`config.mk`:
```
export PLATFORM = sky130hd
export DESIGN_NAME = ca_parity_check
export DESIGN_NICKNAME = d
export VERILOG_FILES = /design/src/rtl/ca_parity_check.sv
export SDC_FILE = /design/constraint.sdc
export NUM_CORES = 1
export LEC_CHECK = 0
export BUFFER_PORTS_ARGS = -buffer_cell sky130_fd_sc_hd__buf_2
export CAP_MARGIN = 5
export CORE_ASPECT_RATIO = 1.5
export CORE_MARGIN = 3
export CORE_UTILIZATION = 31
export DETAILED_ROUTE_END_ITERATION = 10
export PLACE_DENSITY = 0.67
export REMOVE_ABC_BUFFERS = 1
export SLEW_MARGIN = 40
export SYNTH_ARGS = -nofsm -noshare
export SYNTH_HDL_FRONTEND = slang
export SYNTH_SLANG_ARGS = --single-unit
```
`constraint.sdc`:
```
create_clock -name clk -period 1.68 [get_ports clk]
set_input_delay 0.084 -clock clk [delete_from_list [all_inputs] [get_ports clk]]
set_output_delay 0.084 -clock clk [all_outputs]
set_load 0.02 [all_outputs]
```
`src/rtl/ca_parity_check.sv`:
```
module ca_parity_check #(
  parameter int ADDR_W   = 18,
  parameter int STACK_W  = 3,
  parameter bit STACK_EN = 1'b1
) (
  input  logic                        clk,
  input  logic                        rst_n,
  input  logic                        cmd_act,
  input  logic [2:0]                  cmd_lines,
  input  logic [ADDR_W-1:0]           cmd_addr,
  input  logic [1:0]                  cmd_bank,
  input  logic [1:0]                  cmd_group,
  input  logic [STACK_W-1:0]          cmd_stack,
  input  logic                        sel_n,
  input  logic                        par_in,
  input  logic                        par_enable,
  input  logic [ADDR_W-1:0]           addr_unused,
  input  logic                        hold_clear,
  output logic                        err_pulse,
  output logic [ADDR_W+STACK_W+7:0]   hold_word
);
  localparam int WORD_W = ADDR_W + STACK_W + 8;

  logic [STACK_W-1:0] stack_eff;
  logic [WORD_W-1:0]  word;
  logic               bad;
  logic               held;

  generate
    if (STACK_EN) begin : g_stack
      assign stack_eff = cmd_stack;
    end else begin : g_nostack
      assign stack_eff = '0;
    end
  endgenerate

  assign word = {stack_eff, cmd_group, cmd_bank, cmd_act, cmd_lines,
                 cmd_addr & ~addr_unused};
  assign bad  = par_enable & ~sel_n & ((^word) ^ par_in);

  always_ff @(posedge clk or negedge rst_n) begin
    if (!rst_n) begin
      err_pulse <= 1'b0;
      hold_word <= '0;
      held      <= 1'b0;
    end else begin
      err_pulse <= bad;
      if (bad && (!held || hold_clear)) begin
        hold_word <= word;
        held      <= 1'b1;
      end else if (hold_clear) begin
        hold_word <= '0;
        held      <= 1'b0;
      end
    end
  end
endmodule


```
==> flow_metrics.py, run 1 <==
metrics = {
    "pwr": {
        "power.clock.fraction": 0.157,
        "power_density_nw_per_um2": 1220,
        "switching_power_uw": 1160,
        "max-vdd-ir-drop_mv": 0.513,
        "power.leakage_uw": 0.00155,
        "comb_power_share": 0.545,
        "netSwitchingFraction": 0.332,
        "power.internal_uw": 2330,
        "pwr-share-seq": 0.298,
    },
    "routing": {
        "detail_route.vias_per_cell": 4.40,
        "detail_route.iter0.violations": 19,
        "antenna_violating_nets_post_route": 0,
        "route.final.wire_length_um": 4450,
        "drc": 0,
        "drt-pass1-iter-count": 2,
        "avgRoutedWirePerCell_um": 14.1,
        "route.vias.total": 1389,
    },
    "status": {
        "failed_checks": "setup timing",
        "status": "complete, but fails checks",
    },
    "setup_path": {
        "worst-r2r-setup-slack_ns": 0.27,
        "r2r_cells": 6,
        "reg2reg_to": "hold_word[1]",
        "critical_path_capture_point_type": "flop",
        "path_class": "primary input to flop",
        "timing.critical_path.from": "cmd_stack[2]",
        "critical_path.startpoint_type": "primary input",
        "critical_path_arrival_ns": 2.07,
        "crit_fanout": 5,
        "required_time_worst_endpoint_ns": 1.83,
        "rr_startpoint": "held",
    },
    "timing": {
        "post-route-period-util": 1.14,
        "report.final.hold_viol_count": 0,
        "transition_time_at_the_pin_with_the_least_slew_margin_ns": 0.732,
        "rsz0062_at_grt": "true",
        "slew_violations": 0,
        "max_slew_margin": 0.512,
        "setup_ws_ns": -0.236,
        "final_setup_fails": 29,
        "hold_ws_ns": 0.0496,
        "period_needed_ns": 1.92,
        "max_freq_mhz": 522,
        "worst_clock_skew_ns": 0.00560,
    },
    "global_route": {
        "grt_max_degree": 32,
        "grtUsageTotal": 0.137,
        "grt_antenna_before_repair": 0,
        "grt_pass1_vias": 1543,
        "globalRoute.totalOverflow": 0,
        "grt_pass1_wl_um": 6960,
    },
    "floorplan": {
        "core_area_um2": 5290,
        "die_footprint_um2": 6610,
        "floorplan.die.height_um": 98.1,
        "rows": 32,
        "design.portCount": 83,
        "start_util": 0.331,
        "die_width_um": 67.4,
    },
    "final_layout": {
        "postLayoutCoreUtil": 0.540,
        "finalNetCount": 300,
        "n_fill_cell": 490,
        "multi_input_area_um2": 1170,
        "num_antenna_cells": 0,
        "syn2layout_area_growth_pct": 62.8,
        "layout-drive-gt1-share": 0.625,
        "sequential_standard_cell_area_um2": 776,
    },
    "logic_synthesis": {
        "synth_warnings": 0,
        "synth_edf_count": 0,
        "post-synth-top-area-fraction": 0.443,
        "synth_ff_type": "dfrtp_1",
        "synth_commonest_cells": "nor2b_1 (43), dfrtp_1 (31), xnor2_1 (25)",
        "cell_area_after_synthesis_um2": 1750,
        "postSynthRegisterBits": 31,
        "avgSynthCellArea_um2": 12.1,
        "post_synth_inst_count": 145,
        "async_flop_share": 1.00,
        "synth_area_leaders": "dfrtp_1 (44%), nor2b_1 (15%), xnor2_1 (13%), mux2_2 (12%), mux2_4 (6.9%)",
        "synthMostInstantiatedCell": "nor2b_1",
        "netlist-cell-type-count": 14,
        "synth.largest_area_cell": "dfrtp_1",
        "seq_area_frac_synth": 0.443,
    },
    "clock_network": {
        "worstSkewPairLatency_ns": 0.27,
        "clock-sinks": 31,
        "worst_setup_hold_path_clk_slew_ns": 0.06,
        "cts_inserted_buffers": 5,
        "cts-htree-levels": 2,
        "cts_tree": "done",
        "clockBufferDepth": 2,
        "cts-root-buf": "clkbuf_8",
    },
    "hold_path": {
        "holdPathStages": 2,
        "min_to": "hold_word[28]",
        "holdCritPathClass": "primary input to flop",
        "min_from": "cmd_stack[2]",
    },
    "placed_design": {
        "port_buf_inserts": 82,
        "gp_weighted_congestion": 0.679,
        "place_hpwl_um": 2970,
    },
    "run": {
        "cap_viol_max_count": 0,
    },
}
-- timing repair --
| item | in CTS | in global routing |
|---|---|---|
| pin swaps | 10 | 20 |
| setup buffers | 10 | 0 |
| cloned | 2 | 0 |
| resized for setup | 48 | 37 |
| setup endpoints to repair | 29 | 29 |
| hold endpoints to repair | 31 | 0 |
| hold buffers | 1 | 0 |
-- placed cells by master (no fill, tap or decap) --
master	instances
and3b_1	1
buf_12	3
buf_16	1
buf_2	68
buf_4	8
buf_6	17
buf_8	3
clkbuf_1	2
clkbuf_8	5
clkinv_2	1
dfrtp_1	31
dlygate4sd3_1	1
mux2_4	27
mux2i_1	2
nand2b_1	5
nand2b_4	1
nand4b_1	1
nor2b_1	32
nor2b_2	2
nor2b_4	9
xnor2_1	16
xnor2_2	8
xnor2_4	1
xnor3_1	1
xor2_1	1
xor2_2	1
-- power groups by stage --
| stage | Sequential, µW | Combinational (µW) | Clock [µW] |
|---|---|---|---|
| 6_report | 1040 | 1900 | 546 |
| 5_1_grt | 1060 | 2010 | 618 |
| 4_1_cts | 1040 | 1920 | 581 |
| 3_5_place_dp | 1050 | 1380 | 0 |
| 3_3_place_gp | 1050 | 1350 | 0 |
| 2_1_floorplan | 1290 | 685 | 0 |
-- metrics by stage --
stage | area [µm²] | setup TNS (ns) | setup slack [ns] | power (µW) | cells
floorplan | 1710 | -30.66 | -1.08 | 1970 | 139
global placement | 2280 | -14.14 | -0.514 | 2400 | 297
detailed placement | 2280 | -15.41 | -0.561 | 2430 | 297
CTS | 2700 | -6.21 | -0.239 | 3540 | 317
global route | 2850 | -7.34 | -0.294 | 3690 | 316
finish | 2850 | -5.67 | -0.236 | 3480 | 316
-- routing by layer --
layer | global-route usage | routed length [µm]
met1 | 0.154 | 1730
met2 | 0.250 | 2390
met3 | 0.0311 | 274
met4 | 0.0375 | 50
met5 | 0 | 0
-- worst max-delay path by stage --
stage,to
after CTS,hold_word[1]
after detailed placement,hold_word[24]
final,hold_word[1]
after global placement,hold_word[24]
after global routing,hold_word[26]
after floorplan,hold_word[10]
-- area by class of cell --
type                            instances  share of cell area
Multi-Input combinational cell        108               0.412
Clock buffer                            7              0.0268
Clock inverter                          1             0.00176
Tap cell                               68              0.0298
Sequential cell                        31               0.272
Timing Repair Buffer                  101               0.258
-- worst max-delay path, cell delays in order --
cell and delay (ns):
buf_6 0.10, xor2_1 0.18, xnor2_1 0.16, xnor2_1 0.18
xnor2_1 0.19, xnor3_1 0.38, nand4b_1 0.13, buf_4 0.14
buf_6 0.11, buf_12 0.12, mux2_4 0.29
-- kinds of logic after synthesis --
family / share of synthesized area
buffers and inverters: 0.0221
XOR/XNOR: 0.148
multiplexers: 0.202
flip-flops: 0.443
AND/OR/NAND/NOR: 0.185
-- registers in the layout (all words and copies together) (netlist names) --
name / cells
err_pulse: 1
held: 1
hold_word: 29
No activity file was read; power rests on OpenSTA's default activity.
==> inputs of run 2 (changes only) <==
--- a/config.mk
+++ b/config.mk
@@ -11,6 +11,7 @@
 export CORE_MARGIN = 3
 export CORE_UTILIZATION = 31
 export DETAILED_ROUTE_END_ITERATION = 10
+export HOLD_SLACK_MARGIN = 0.06
 export PLACE_DENSITY = 0.67
 export REMOVE_ABC_BUFFERS = 1
 export SLEW_MARGIN = 40
==> flow_metrics.py, run 2 (same netlist as run 1, synthesis figures left out) <==
metrics = {
    "pwr": {
        "netSwitchingFraction": 0.333,
        "power.internal_uw": 2340,
        "comb_power_share": 0.546,
        "power_density_nw_per_um2": 1200,
        "pwr-share-seq": 0.297,
        "switching_power_uw": 1170,
        "power.leakage_uw": 0.00158,
        "power.clock.fraction": 0.156,
        "power.total_uw": 3500,
        "max-vdd-ir-drop_mv": 0.514,
    },
    "routing": {
        "detail_route.vias_per_cell": 4.43,
        "antenna_violating_nets_post_route": 0,
        "drc": 0,
        "drt-pass1-iter-count": 3,
        "route.vias.total": 1431,
        "route.final.wire_length_um": 4630,
        "detail_route.iter0.violations": 24,
        "avgRoutedWirePerCell_um": 14.3,
    },
    "timing": {
        "worst_clock_skew_ns": 0.00554,
        "period_needed_ns": 1.98,
        "final_setup_fails": 29,
        "slew_violations": 0,
        "setup_ws_ns": -0.300,
        "hold_ws_ns": 0.101,
        "post-route-period-util": 1.18,
        "transition_time_at_the_pin_with_the_least_slew_margin_ns": 0.718,
        "max_slew_margin": 0.522,
        "rsz0062_at_grt": "true",
        "report.final.hold_viol_count": 0,
        "max_freq_mhz": 505,
    },
    "global_route": {
        "grt_use_met3": 0.0311,
        "grt.met1_usage": 0.155,
        "grt_pass1_vias": 1552,
        "grt_antenna_before_repair": 0,
        "grt_max_degree": 32,
        "global_route.peak_usage_layer": "met2",
        "globalRoute.totalOverflow": 0,
        "grtUsageTotal": 0.138,
        "grt_pass1_wl_um": 7020,
        "grtUsageMet2": 0.252,
    },
    "setup_path": {
        "critical_path_capture_point_type": "flop",
        "crit_path_cell_trace": "buf_6 > xor2_1 > xnor2_1 > xnor2_1 > xnor2_1 > xnor3_1 > nand4b_1 > buf_4 > buf_6 > buf_12 > mux2_4",
        "path_class": "primary input to flop",
        "critical_path.startpoint_type": "primary input",
        "cp_common_cell": "xnor2_1",
        "library_cell_contributing_the_largest_single_delay_on_the_critical_path": "xnor3_1",
        "critical_path_arrival_ns": 2.13,
        "required_time_worst_endpoint_ns": 1.83,
        "crit_fanout": 5,
        "max_stage_delay_ns": 0.38,
    },
    "floorplan": {
        "start_util": 0.331,
        "floorplan.die.height_um": 98.1,
        "die_footprint_um2": 6610,
        "design.portCount": 83,
        "core_area_um2": 5290,
        "rows": 32,
        "die_width_um": 67.4,
    },
    "hold_path": {
        "holdCritPathClass": "primary input to flop",
    },
    "final_layout": {
        "num_antenna_cells": 0,
        "layout-drive-gt1-share": 0.608,
        "multi_input_area_um2": 1170,
        "largest_register": "hold_word",
        "final_cell_mix": "buf_2 (69), nor2b_1 (32), dfrtp_1 (31), mux2_4 (27), buf_6 (17)",
        "syn2layout_area_growth_pct": 66.6,
        "sequential_standard_cell_area_um2": 776,
        "final_common_cell": "buf_2",
        "postLayoutCoreUtil": 0.552,
        "n_fill_cell": 481,
        "finalNetCount": 307,
        "largest_reg_flops": 29,
        "reg_top3": "hold_word x29, err_pulse x1, held x1",
    },
    "status": {
        "failed_checks": "setup timing",
        "status": "complete, but fails checks",
    },
    "clock_network": {
        "cts-root-buf": "clkbuf_8",
        "worst_setup_hold_path_clk_slew_ns": 0.06,
        "cts_tree": "done",
        "worstSkewPairLatency_ns": 0.27,
        "clockBufferDepth": 2,
        "cts_inserted_buffers": 5,
        "clock-sinks": 31,
        "cts-htree-levels": 2,
    },
    "placed_design": {
        "port_buf_inserts": 82,
        "gp_weighted_congestion": 0.679,
        "place_hpwl_um": 2970,
    },
    "run": {
        "cap_viol_max_count": 0,
    },
}
-- run 2: cell types whose count changed in the layout (fill, tap and decap cells not counted) --
cell,previous run,this run
buf_2,68,69
buf_4,8,7
dlygate4sd3_1,1,8
-- run 2: critical path, delay by kind of cell --
kind          cells  cell delay [ns]
simple gates      1             0.13
xor+xnor          5             1.15
mux               1             0.29
buf+inv           4             0.46
-- run 2: worst paths after layout --
kind | start | cells after the start | end | slack, ns
setup / recovery | cmd_stack[2] | 11 | hold_word[1] | -0.30
hold / removal | cmd_addr[4] | 3 | hold_word[4] | 0.10
setup reg to reg | held | 6 | hold_word[1] | 0.26
hold reg to reg | held | 2 | held | 0.50
max in group asynchronous | rst_n | 2 | hold_word[10] | 0.82
min in group asynchronous | rst_n | 2 | hold_word[24] | 0.40
-- run 2: what timing repair did --
item	4_1_cts	5_1_grt
buffers inserted	10	0
endpoints found under the hold margin	32	6
pin swaps	10	20
cloned	2	0
gates resized for setup	48	36
endpoints found under the setup margin	29	29
hold buffers	2	6
-- run 2: power groups by stage --
stage | combinational, µW | clock, µW | sequential (µW)
after floorplan | 685 | 0 | 1290
after global placement | 1350 | 0 | 1050
after detailed placement | 1380 | 0 | 1050
after CTS | 1920 | 581 | 1040
after global routing | 2020 | 619 | 1060
final | 1910 | 548 | 1040
-- run 2: final cells by class --
type | count | share of cell area
Clock inverter | 1 | 0.00171
Clock buffer | 7 | 0.0261
Sequential cell | 31 | 0.266
Timing Repair Buffer | 108 | 0.275
Multi-Input combinational cell | 108 | 0.402
Tap cell | 68 | 0.0291
-- run 2: through the flow --
step | cell area [µm²] | instances | worst slack (ns) | setup TNS, ns
2_1_floorplan | 1710 | 139 | -1.08 | -30.66
3_3_place_gp | 2280 | 297 | -0.514 | -14.14
3_5_place_dp | 2280 | 297 | -0.561 | -15.41
4_1_cts | 2710 | 318 | -0.239 | -6.21
5_1_grt | 2920 | 323 | -0.350 | -8.98
6_report | 2920 | 323 | -0.300 | -7.52
-- run 2: per-layer routing --
metal / share of wire / vias up
met1: 0.38 / 691
met3: 0.059 / 5
met5: 0 / -
met2: 0.55 / 51
met4: 0.011 / 0
li1: - / 684
